File: config.mk
export PLATFORM = sky130hd
export DESIGN_NAME = dma_csr
export DESIGN_NICKNAME = d
export VERILOG_FILES = /design/src/rtl/dma_csr_pkg.sv /design/src/rtl/dma_csr_ctl.sv /design/src/rtl/dma_csr_sts.sv /design/src/rtl/dma_csr_desc.sv /design/src/rtl/dma_csr.sv
export SDC_FILE = /design/constraint.sdc
export NUM_CORES = 2
export LEC_CHECK = 0
export BUFFER_PORTS_ARGS = -buffer_cell sky130_fd_sc_hd__buf_2
export CAP_MARGIN = 20
export CORE_AREA = 2 2 471 473
export CTS_CLUSTER_DIAMETER = 40
export DETAILED_ROUTE_END_ITERATION = 10
export DIE_AREA = 0 0 473 475
export GPL_TIMING_DRIVEN = 0
export PLACE_DENSITY_LB_ADDON = 0.12
export SLEW_MARGIN = 15
export SYNTH_ARGS = -nofsm -noshare
export SYNTH_HDL_FRONTEND = slang
export SYNTH_HIERARCHICAL = 1
export SYNTH_SLANG_ARGS = --single-unit
File: constraint.sdc
create_clock -name clk_i -period 15 [get_ports clk_i]
set_input_delay 2.25 -clock clk_i [delete_from_list [all_inputs] [get_ports clk_i]]
set_output_delay 2.25 -clock clk_i [all_outputs]
set_load 0.02 [all_outputs]
File: src/rtl/dma_csr_pkg.sv
package dma_csr_pkg;
  typedef enum logic [1:0] {
    CH_IDLE   = 2'd0,
    CH_FETCH  = 2'd1,
    CH_WAIT   = 2'd2,
    CH_XFER   = 2'd3
  } ch_state_e;

  typedef enum logic [1:0] {
    MODE_OFF    = 2'd0,
    MODE_CHAIN  = 2'd1,
    MODE_SINGLE = 2'd2,
    MODE_RSVD   = 2'd3
  } ch_mode_e;

  localparam int unsigned OFS_CTL0     = 32'h00;
  localparam int unsigned OFS_CTL1     = 32'h04;
  localparam int unsigned OFS_CTL2     = 32'h08;
  localparam int unsigned OFS_STS0     = 32'h10;
  localparam int unsigned DESC_BASE    = 32'h20;
  localparam int unsigned DESC_STRIDE  = 16;
  localparam int unsigned SLICE_W      = 4;
  localparam int unsigned START_LSB    = 8;
  localparam int unsigned ERR_LSB      = 8;
  localparam int unsigned STATE_LSB    = 16;
endpackage

File: src/rtl/dma_csr_ctl.sv
module dma_csr_ctl
  import dma_csr_pkg::*;
#(
  parameter int unsigned NCH = 8
) (
  input  logic             clk_i,
  input  logic             rst_ni,
  input  logic             ctl0_we_i,
  input  logic             ctl1_we_i,
  input  logic             ctl2_we_i,
  input  logic [31:0]      wdata_i,
  input  logic [2*NCH-1:0] ch_state_i,
  output logic [31:0]      ctl0_o,
  output logic [31:0]      ctl1_o,
  output logic [NCH-1:0]   irq_en_o,
  output logic [NCH-1:0]   start_o,
  output logic [2*NCH-1:0] mode_o,
  output logic [NCH-1:0]   dir_o
);
  logic [2:0]     slice_q [NCH];
  logic [31:0]    ctl1_q;
  logic [NCH-1:0] en_q;
  logic [NCH-1:0] start_q;

  for (genvar n = 0; n < NCH; n++) begin : g_ch
    always_ff @(posedge clk_i or negedge rst_ni) begin
      if (!rst_ni) begin
        slice_q[n] <= '0;
        start_q[n] <= 1'b0;
      end else begin
        if (ctl0_we_i) slice_q[n] <= wdata_i[SLICE_W*n +: 3];
        start_q[n] <= ctl2_we_i && wdata_i[START_LSB+n]
                      && (ch_state_i[2*n +: 2] == CH_IDLE);
      end
    end
    assign mode_o[2*n +: 2] = slice_q[n][1:0];
    assign dir_o[n]         = slice_q[n][2];

    // a pulse only follows a cycle where the channel was idle
    p_start_idle_r5: assert property (@(posedge clk_i) disable iff (!rst_ni)
      start_o[n] |-> $past(ch_state_i[2*n +: 2]) == CH_IDLE);
  end

  always_ff @(posedge clk_i or negedge rst_ni) begin
    if (!rst_ni) begin
      ctl1_q <= '0;
      en_q   <= '0;
    end else begin
      if (ctl1_we_i) ctl1_q <= wdata_i;
      if (ctl2_we_i) en_q   <= wdata_i[NCH-1:0];
    end
  end

  always_comb begin
    ctl0_o = '0;
    for (int n = 0; n < NCH; n++) ctl0_o[SLICE_W*n +: SLICE_W] = {1'b0, slice_q[n]};
  end

  assign ctl1_o   = ctl1_q;
  assign irq_en_o = en_q;
  assign start_o  = start_q;

  p_mode_hold_r2: assert property (@(posedge clk_i) disable iff (!rst_ni)
    $past(rst_ni) && !$past(ctl0_we_i) |-> $stable(mode_o) && $stable(dir_o));
endmodule

File: src/rtl/dma_csr_sts.sv
module dma_csr_sts #(
  parameter int unsigned NCH = 8
) (
  input  logic           clk_i,
  input  logic           rst_ni,
  input  logic           clr_we_i,
  input  logic [NCH-1:0] clr_irq_i,
  input  logic [NCH-1:0] clr_err_i,
  input  logic [NCH-1:0] done_i,
  input  logic [NCH-1:0] err_i,
  input  logic [NCH-1:0] irq_en_i,
  output logic [NCH-1:0] irq_flag_o,
  output logic [NCH-1:0] err_flag_o,
  output logic           irq_o
);
  logic [NCH-1:0] irq_q, err_q;
  logic [NCH-1:0] clr_irq, clr_err;

  assign clr_irq = clr_we_i ? clr_irq_i : '0;
  assign clr_err = clr_we_i ? clr_err_i : '0;

  // set beats clear in the same cycle
  always_ff @(posedge clk_i or negedge rst_ni) begin
    if (!rst_ni) begin
      irq_q <= '0;
      err_q <= '0;
    end else begin
      irq_q <= done_i | (irq_q & ~clr_irq);
      err_q <= err_i  | (err_q & ~clr_err);
    end
  end

  assign irq_flag_o = irq_q;
  assign err_flag_o = err_q;
  assign irq_o      = |(irq_q & irq_en_i);

  for (genvar n = 0; n < NCH; n++) begin : g_chk
    p_set_wins_r7: assert property (@(posedge clk_i) disable iff (!rst_ni)
      $past(rst_ni) && $past(done_i[n]) |-> irq_flag_o[n]);
    p_err_sticky_r6: assert property (@(posedge clk_i) disable iff (!rst_ni)
      $past(rst_ni) && $past(err_flag_o[n]) && !$past(clr_we_i) |-> err_flag_o[n]);
    p_w1c_r7: assert property (@(posedge clk_i) disable iff (!rst_ni)
      $past(rst_ni) && $past(clr_we_i && clr_irq_i[n] && !done_i[n]) |-> !irq_flag_o[n]);
  end

  p_irq_masked_r9: assert property (@(posedge clk_i) disable iff (!rst_ni)
    (irq_en_i == '0) |-> !irq_o);
endmodule

File: src/rtl/dma_csr_desc.sv
module dma_csr_desc
  import dma_csr_pkg::*;
#(
  parameter int unsigned NCH = 8,
  parameter int unsigned AW  = 8
) (
  input  logic              clk_i,
  input  logic              rst_ni,
  input  logic [AW-1:0]     addr_i,
  input  logic              we_i,
  input  logic [31:0]       wdata_i,
  output logic              hit_o,
  output logic [31:0]       rdata_o,
  output logic [32*NCH-1:0] dev_addr_o,
  output logic [32*NCH-1:0] mem_addr_o,
  output logic [32*NCH-1:0] size_o,
  output logic [32*NCH-1:0] next_o
);
  localparam int unsigned CW = (NCH > 1) ? $clog2(NCH) : 1;

  logic [31:0]   word_q [NCH][4];
  logic [AW-1:0] off;
  logic [CW-1:0] ch_idx;
  logic [1:0]    fld;

  assign off    = addr_i - AW'(DESC_BASE);
  assign hit_o  = (addr_i >= AW'(DESC_BASE)) && (off < AW'(DESC_STRIDE*NCH))
                  && (addr_i[1:0] == 2'b00);
  assign ch_idx = off[CW+3:4];
  assign fld    = off[3:2];

  always_ff @(posedge clk_i or negedge rst_ni) begin
    if (!rst_ni) begin
      for (int n = 0; n < NCH; n++)
        for (int k = 0; k < 4; k++) word_q[n][k] <= '0;
    end else if (we_i && hit_o) begin
      word_q[ch_idx][fld] <= wdata_i;
    end
  end

  assign rdata_o = hit_o ? word_q[ch_idx][fld] : '0;

  for (genvar n = 0; n < NCH; n++) begin : g_out
    assign dev_addr_o[32*n +: 32] = word_q[n][0];
    assign mem_addr_o[32*n +: 32] = word_q[n][1];
    assign size_o[32*n +: 32]     = word_q[n][2];
    assign next_o[32*n +: 32]     = word_q[n][3];
  end
endmodule

File: src/rtl/dma_csr.sv
module dma_csr
  import dma_csr_pkg::*;
#(
  parameter int unsigned NCH = 8,  // status word layout allows up to 8
  parameter int unsigned AW  = 8
) (
  input  logic              clk_i,
  input  logic              rst_ni,
  input  logic [AW-1:0]     addr_i,
  input  logic              we_i,
  input  logic [31:0]       wdata_i,
  output logic [31:0]       rdata_o,
  input  logic [2*NCH-1:0]  ch_state_i,
  input  logic [NCH-1:0]    ch_done_i,
  input  logic [NCH-1:0]    ch_err_i,
  output logic [2*NCH-1:0]  ch_mode_o,
  output logic [NCH-1:0]    ch_dir_o,
  output logic [NCH-1:0]    ch_irq_en_o,
  output logic [NCH-1:0]    ch_start_o,
  output logic [31:0]       ctl1_o,
  output logic [32*NCH-1:0] ch_dev_addr_o,
  output logic [32*NCH-1:0] ch_mem_addr_o,
  output logic [32*NCH-1:0] ch_size_o,
  output logic [32*NCH-1:0] ch_next_o,
  output logic              irq_o
);
  logic        sel_ctl0, sel_ctl1, sel_ctl2, sel_sts0;
  logic [31:0] ctl0_w, ctl1_w, sts0_w, desc_rd;
  logic        desc_hit;
  logic [NCH-1:0] irq_en, irq_flag, err_flag;

  assign sel_ctl0 = addr_i == AW'(OFS_CTL0);
  assign sel_ctl1 = addr_i == AW'(OFS_CTL1);
  assign sel_ctl2 = addr_i == AW'(OFS_CTL2);
  assign sel_sts0 = addr_i == AW'(OFS_STS0);

  dma_csr_ctl #(.NCH(NCH)) u_ctl (
    .clk_i, .rst_ni,
    .ctl0_we_i  (we_i && sel_ctl0),
    .ctl1_we_i  (we_i && sel_ctl1),
    .ctl2_we_i  (we_i && sel_ctl2),
    .wdata_i,
    .ch_state_i,
    .ctl0_o     (ctl0_w),
    .ctl1_o     (ctl1_w),
    .irq_en_o   (irq_en),
    .start_o    (ch_start_o),
    .mode_o     (ch_mode_o),
    .dir_o      (ch_dir_o)
  );

  dma_csr_sts #(.NCH(NCH)) u_sts (
    .clk_i, .rst_ni,
    .clr_we_i   (we_i && sel_sts0),
    .clr_irq_i  (wdata_i[NCH-1:0]),
    .clr_err_i  (wdata_i[ERR_LSB +: NCH]),
    .done_i     (ch_done_i),
    .err_i      (ch_err_i),
    .irq_en_i   (irq_en),
    .irq_flag_o (irq_flag),
    .err_flag_o (err_flag),
    .irq_o
  );

  dma_csr_desc #(.NCH(NCH), .AW(AW)) u_desc (
    .clk_i, .rst_ni,
    .addr_i, .we_i, .wdata_i,
    .hit_o      (desc_hit),
    .rdata_o    (desc_rd),
    .dev_addr_o (ch_dev_addr_o),
    .mem_addr_o (ch_mem_addr_o),
    .size_o     (ch_size_o),
    .next_o     (ch_next_o)
  );

  always_comb begin
    sts0_w = '0;
    sts0_w[NCH-1:0]              = irq_flag;
    sts0_w[ERR_LSB +: NCH]       = err_flag;
    sts0_w[STATE_LSB +: 2*NCH]   = ch_state_i;
  end

  always_comb begin
    rdata_o = '0;
    if (sel_ctl0)      rdata_o = ctl0_w;
    else if (sel_ctl1) rdata_o = ctl1_w;
    else if (sel_ctl2) rdata_o[NCH-1:0] = irq_en;
    else if (sel_sts0) rdata_o = sts0_w;
    else if (desc_hit) rdata_o = desc_rd;
  end

  assign ctl1_o      = ctl1_w;
  assign ch_irq_en_o = irq_en;

  p_start_rd_zero_r4: assert property (@(posedge clk_i) disable iff (!rst_ni)
    sel_ctl2 |-> rdata_o[START_LSB +: NCH] == '0);
endmodule

==> summary.md <==
| Metric | Value |
|---|---|
| Reg2reg setup slack | `between 10000 and 15000 ps` |
| GRT Residual Overflow | `0` |
| GRT met2 Usage | `slightly below 50%` |
| Iter 0 DRT Violations | `about 3100` |
| Rel. slew slack | `~16%` |
| IO Port Bufs | `1203` |
| Clk buf depth | `4` |
| Async SR Flop Fraction | `100%` |
| Clock transition at the registers of the reported paths | `around 50 ps` |
| Root buf cell | `clkbuf_16` |
| Vias per inst | `about 5.0` |
| Worst Reg2Reg Path Length in Cells | `1` |
| # DRC | `0` |
| Final min period | `around 12000 ps` |
| WP buf/inv | `10` |
| Status | `finished clean` |
| Mapped Area | `53000 um^2` |
| Largest net degree at the start of global routing | `~130` |
| Prevailing post-synth register cell | `dfrtp_1` |
| RSZ-0062 raised after global routing | `false` |
| Yosys cell types | `53` |
| Post-synth EDFFs | `0` |
| Initial Util | `between 20% and 30%` |
| Aggregate routed wire length | `344000 um` |
| Final worst setup slack | `~2800 ps` |
| Top cell type's share of synthesized area | `between 50% and 60%` |
| CP Data Required Time | `between 10000 and 15000 ps` |
| Leakage | `0.0373 uW` |
| Hold Path Class | `reg2reg` |
| Tot Pwr | `10600 uW` |
| Register bit total from synthesis | `around 1100` |
| Clock Latency Late Sink | `900 ps` |
| Clock skew | `0 ps` |
| Min-delay src | `u_sts/err_flag_o[7]` |
| Period utilization | `slightly above 80%` |
| Peak supply drop | `approximately 0.00011 V` |
| Critical path startpoint category | `input port` |
| Final Hold Vio Count | `0` |
| Logic pwr share | `10.0%` |
| HPWL after detailed placement | `approximately 260000 um` |
| Nets | `between 4000 and 5000` |
| Mux share of post-synthesis cell area | `between 30% and 40%` |
| Critical Path Max Stage Delay | `840 ps` |
| XOR/XNOR Fraction of Synth Area | `0%` |
| Fmax | `~82 MHz` |
| Post-CTS Resized | `0` |
| First-pass GRT wire length | `around 440000 um` |
| Vias in the first global route | `between 40000 and 50000` |
| Row count | `172` |
| Sequential-to-total area share from yosys stat | `about 52%` |
| Tot GR Track Use | `29.9%` |
| Largest family of logic cells by synthesized area | `multiplexers` |
| Clk pwr share | `roughly three fifths` |
| Core box area | `about 220000 um^2` |
| Largest cells by area after synthesis | `dfrtp_1 52%, mux2_2 22%, mux4_2 11%` |
| Post-synthesis adder-cell area fraction | `less than 1%` |
| H-tree depth | `5` |
| Total of max-cap violations | `0` |
| Worst Path Arrival | `~10000 ps` |
| Psw | `~2800 uW` |
| Post-route cell area | `between 70000 and 80000 um^2` |
| Total CTS buffers | `between 200 and 300` |
| Setup tns final | `0 ps` |
| Synth Area in Compound Gates | `3.85%` |
| Reg-to-reg startpoint | `u_desc/mem_addr_o[26]` |
| Hold path cells | `1` |
| Sequential Power Share | `between 30% and 40%` |
| GRT met1 Usage | `35.6%` |
| Crit Reg-Reg Endpoint | `u_desc/mem_addr_o[26]` |
| Grt met3 use | `just under 10%` |
| Power Dens Cells | `145 nW/um^2` |
| Final GP Congestion | `~0.83` |
| Crit path cell chain | `buf_2, buf_2, buf_2, buf_2, buf_2, inv_1, ha_1, clkbuf_1, clkbuf_1, clkbuf_2, mux4_2, mux2_2, o22ai_1, nor3_1, nand2_1, a21oi_1, a21oi_1, o22ai_2, buf_2` |
| Cells after Synth | `3351` |
| Pint | `7830 uW` |
| DR WL/cell | `roughly 43 um` |
| First-pass iteration count of the detailed router | `7` |
| I/O pins | `between 1000 and 1500` |
| Placed cell area | `63600 um^2` |
| Share of cells above drive strength 1 | `about two thirds` |
| Slew at the pin with the worst max-slew slack | `between 1000 and 1500 ps` |
| DP Worst Slack | `2570 ps` |
| Crit path max-delay family | `buffers and inverters` |
| Crit-path slowest cell | `nor3_1` |
| CTS Hold Bufs | `0` |
| Crit path kind | `in2out` |
| Die Area | `between 200000 and 250000 um^2` |
| Antenna Nets Post-Route | `0` |
| Critical path capture point type | `output port` |
| Die width | `473 um` |
| Post-Synth Simple-Gate Area | `1.48%` |
| Setup violators final | `0` |
| Hold endpoint | `u_sts/err_flag_o[7]` |
| CP Max Fanout | `11` |
| # clock sinks | `about 1100` |
| Die height | `between 400 and 500 um` |
| Synth area leader | `dfrtp_1` |
| GRT busiest layer | `met2` |
| CTS tree | `yes` |
| Area grow syn2layout | `38.0%` |
| Avg Inst Size Synth | `between 15 and 20 um^2` |
| Ys Warns | `6` |
| Initial antenna violation count | `46` |
| Cell mode on critical path | `buf_2` |
| Sw Ratio | `26.1%` |
| Via Count | `40111` |
| Slew Limit Fails | `0` |
| Post-Route Utilization | `between 30 and 40%` |
| Post-CTS setup buffer count | `0` |
## layout by cell type (no fill, tap or decap), types with 11 or more instances in the layout
master         n
buf_6         91
buf_16        14
mux4_2       256
clkbuf_8      38
clkbuf_1     156
nand2_1       68
mux2_2      1055
dfrtp_1     1112
o22ai_1       71
nor3_1        31
mux2_4        52
clkinvlp_4    21
buf_4         52
diode_2       11
mux2i_1       26
mux2_1       115
bufinv_16     44
a21o_1        16
buf_12        18
clkinv_2      36
buf_2       1275
o22ai_2       19
a21oi_1       54
clkbuf_2      36
clkbuf_16    283
a2111oi_4     24
## metrics by stage
step                      instances  hold slack (ps)
after detailed placement       7477              465
after global routing           7958              503
after global placement         7432              461
after floorplan                3358              449
after CTS                      7952              476
final                          7963              478
## layer usage
metal	routed length, um	share of wire (%)	vias to the layer above
met4	14200	4.1	14
met1	134000	39	21922
met3	29600	8.6	501
met2	165000	48	1912
li1	-	-	15762
met5	83	0.024	-
## how the worst max path moves through the flow
stage / start / to / cells after the start
floorplan: addr_i[5] / rdata_o[2] / 17
global placement: rst_ni / u_desc/size_o[56] / 1
detailed placement: addr_i[5] / rdata_o[24] / 19
CTS: addr_i[5] / rdata_o[24] / 19
global route: addr_i[5] / rdata_o[11] / 19
finish: addr_i[5] / rdata_o[24] / 19
## flip-flops by register name, indices dropped and copies added, names as in the netlist, 24 cells and up
signal	cells
u_ctl/ctl0_o	24
u_ctl/ctl1_o	32
u_desc/dev_addr_o	256
u_desc/mem_addr_o	256
u_desc/next_o	256
u_desc/size_o	256
## power by group through the flow
stage                     registers, uW  clock network [uW]  logic, uW
after floorplan                    3400                   0        349
after global placement             3290                   0       1040
after detailed placement           3290                   0       1060
after CTS                          3250                6360       1070
after global routing               3260                6520       1100
final                              3250                6290       1060
## area by class of cell
type                    count  area, um^2
fillers                 22017      146000
inverters                   3        11.3
flip-flops and latches   1112       27800
repair buffers           1248        6880
clock buffers             360        7750
multi-input cells        1883       22900
clock inverters           115        1810
diodes                     11        27.5
well taps                2871        3590
plain buffers             360        2340
## Yosys cell counts, types with 2 or more instances
master	count
o22ai_1	71
mux2_2	1055
and4bb_2	7
a2111oi_4	24
or2_2	2
o21ai_0	6
a31oi_1	6
ha_1	6
o22a_1	6
a22oi_1	4
nor3_1	32
a21o_1	16
mux2_1	115
buf_6	75
nand2_1	68
mux2i_1	26
buf_1	6
inv_1	3
nand3_1	7
buf_4	52
a21oi_1	54
mux4_2	256
buf_12	6
o22ai_2	19
nor2_1	7
a211oi_2	6
dfrtp_1	1112
nand2b_1	8
mux2_4	52
clkbuf_1	153
buf_2	68
a211oi_4	2
## cell families (layout without fill, tap and decap cells)
logic type / Yosys count / count (layout)
DFF: 1112 / 1112
AOI/OAI and AO/OA: 218 / 218
adders and majority gates: 6 / 6
other: 1 / 19
buffers and inverters: 363 / 2086
muxes: 1504 / 1504
and+or+nand+nor: 147 / 147
Note: power is estimated with default switching activity, not from simulation.
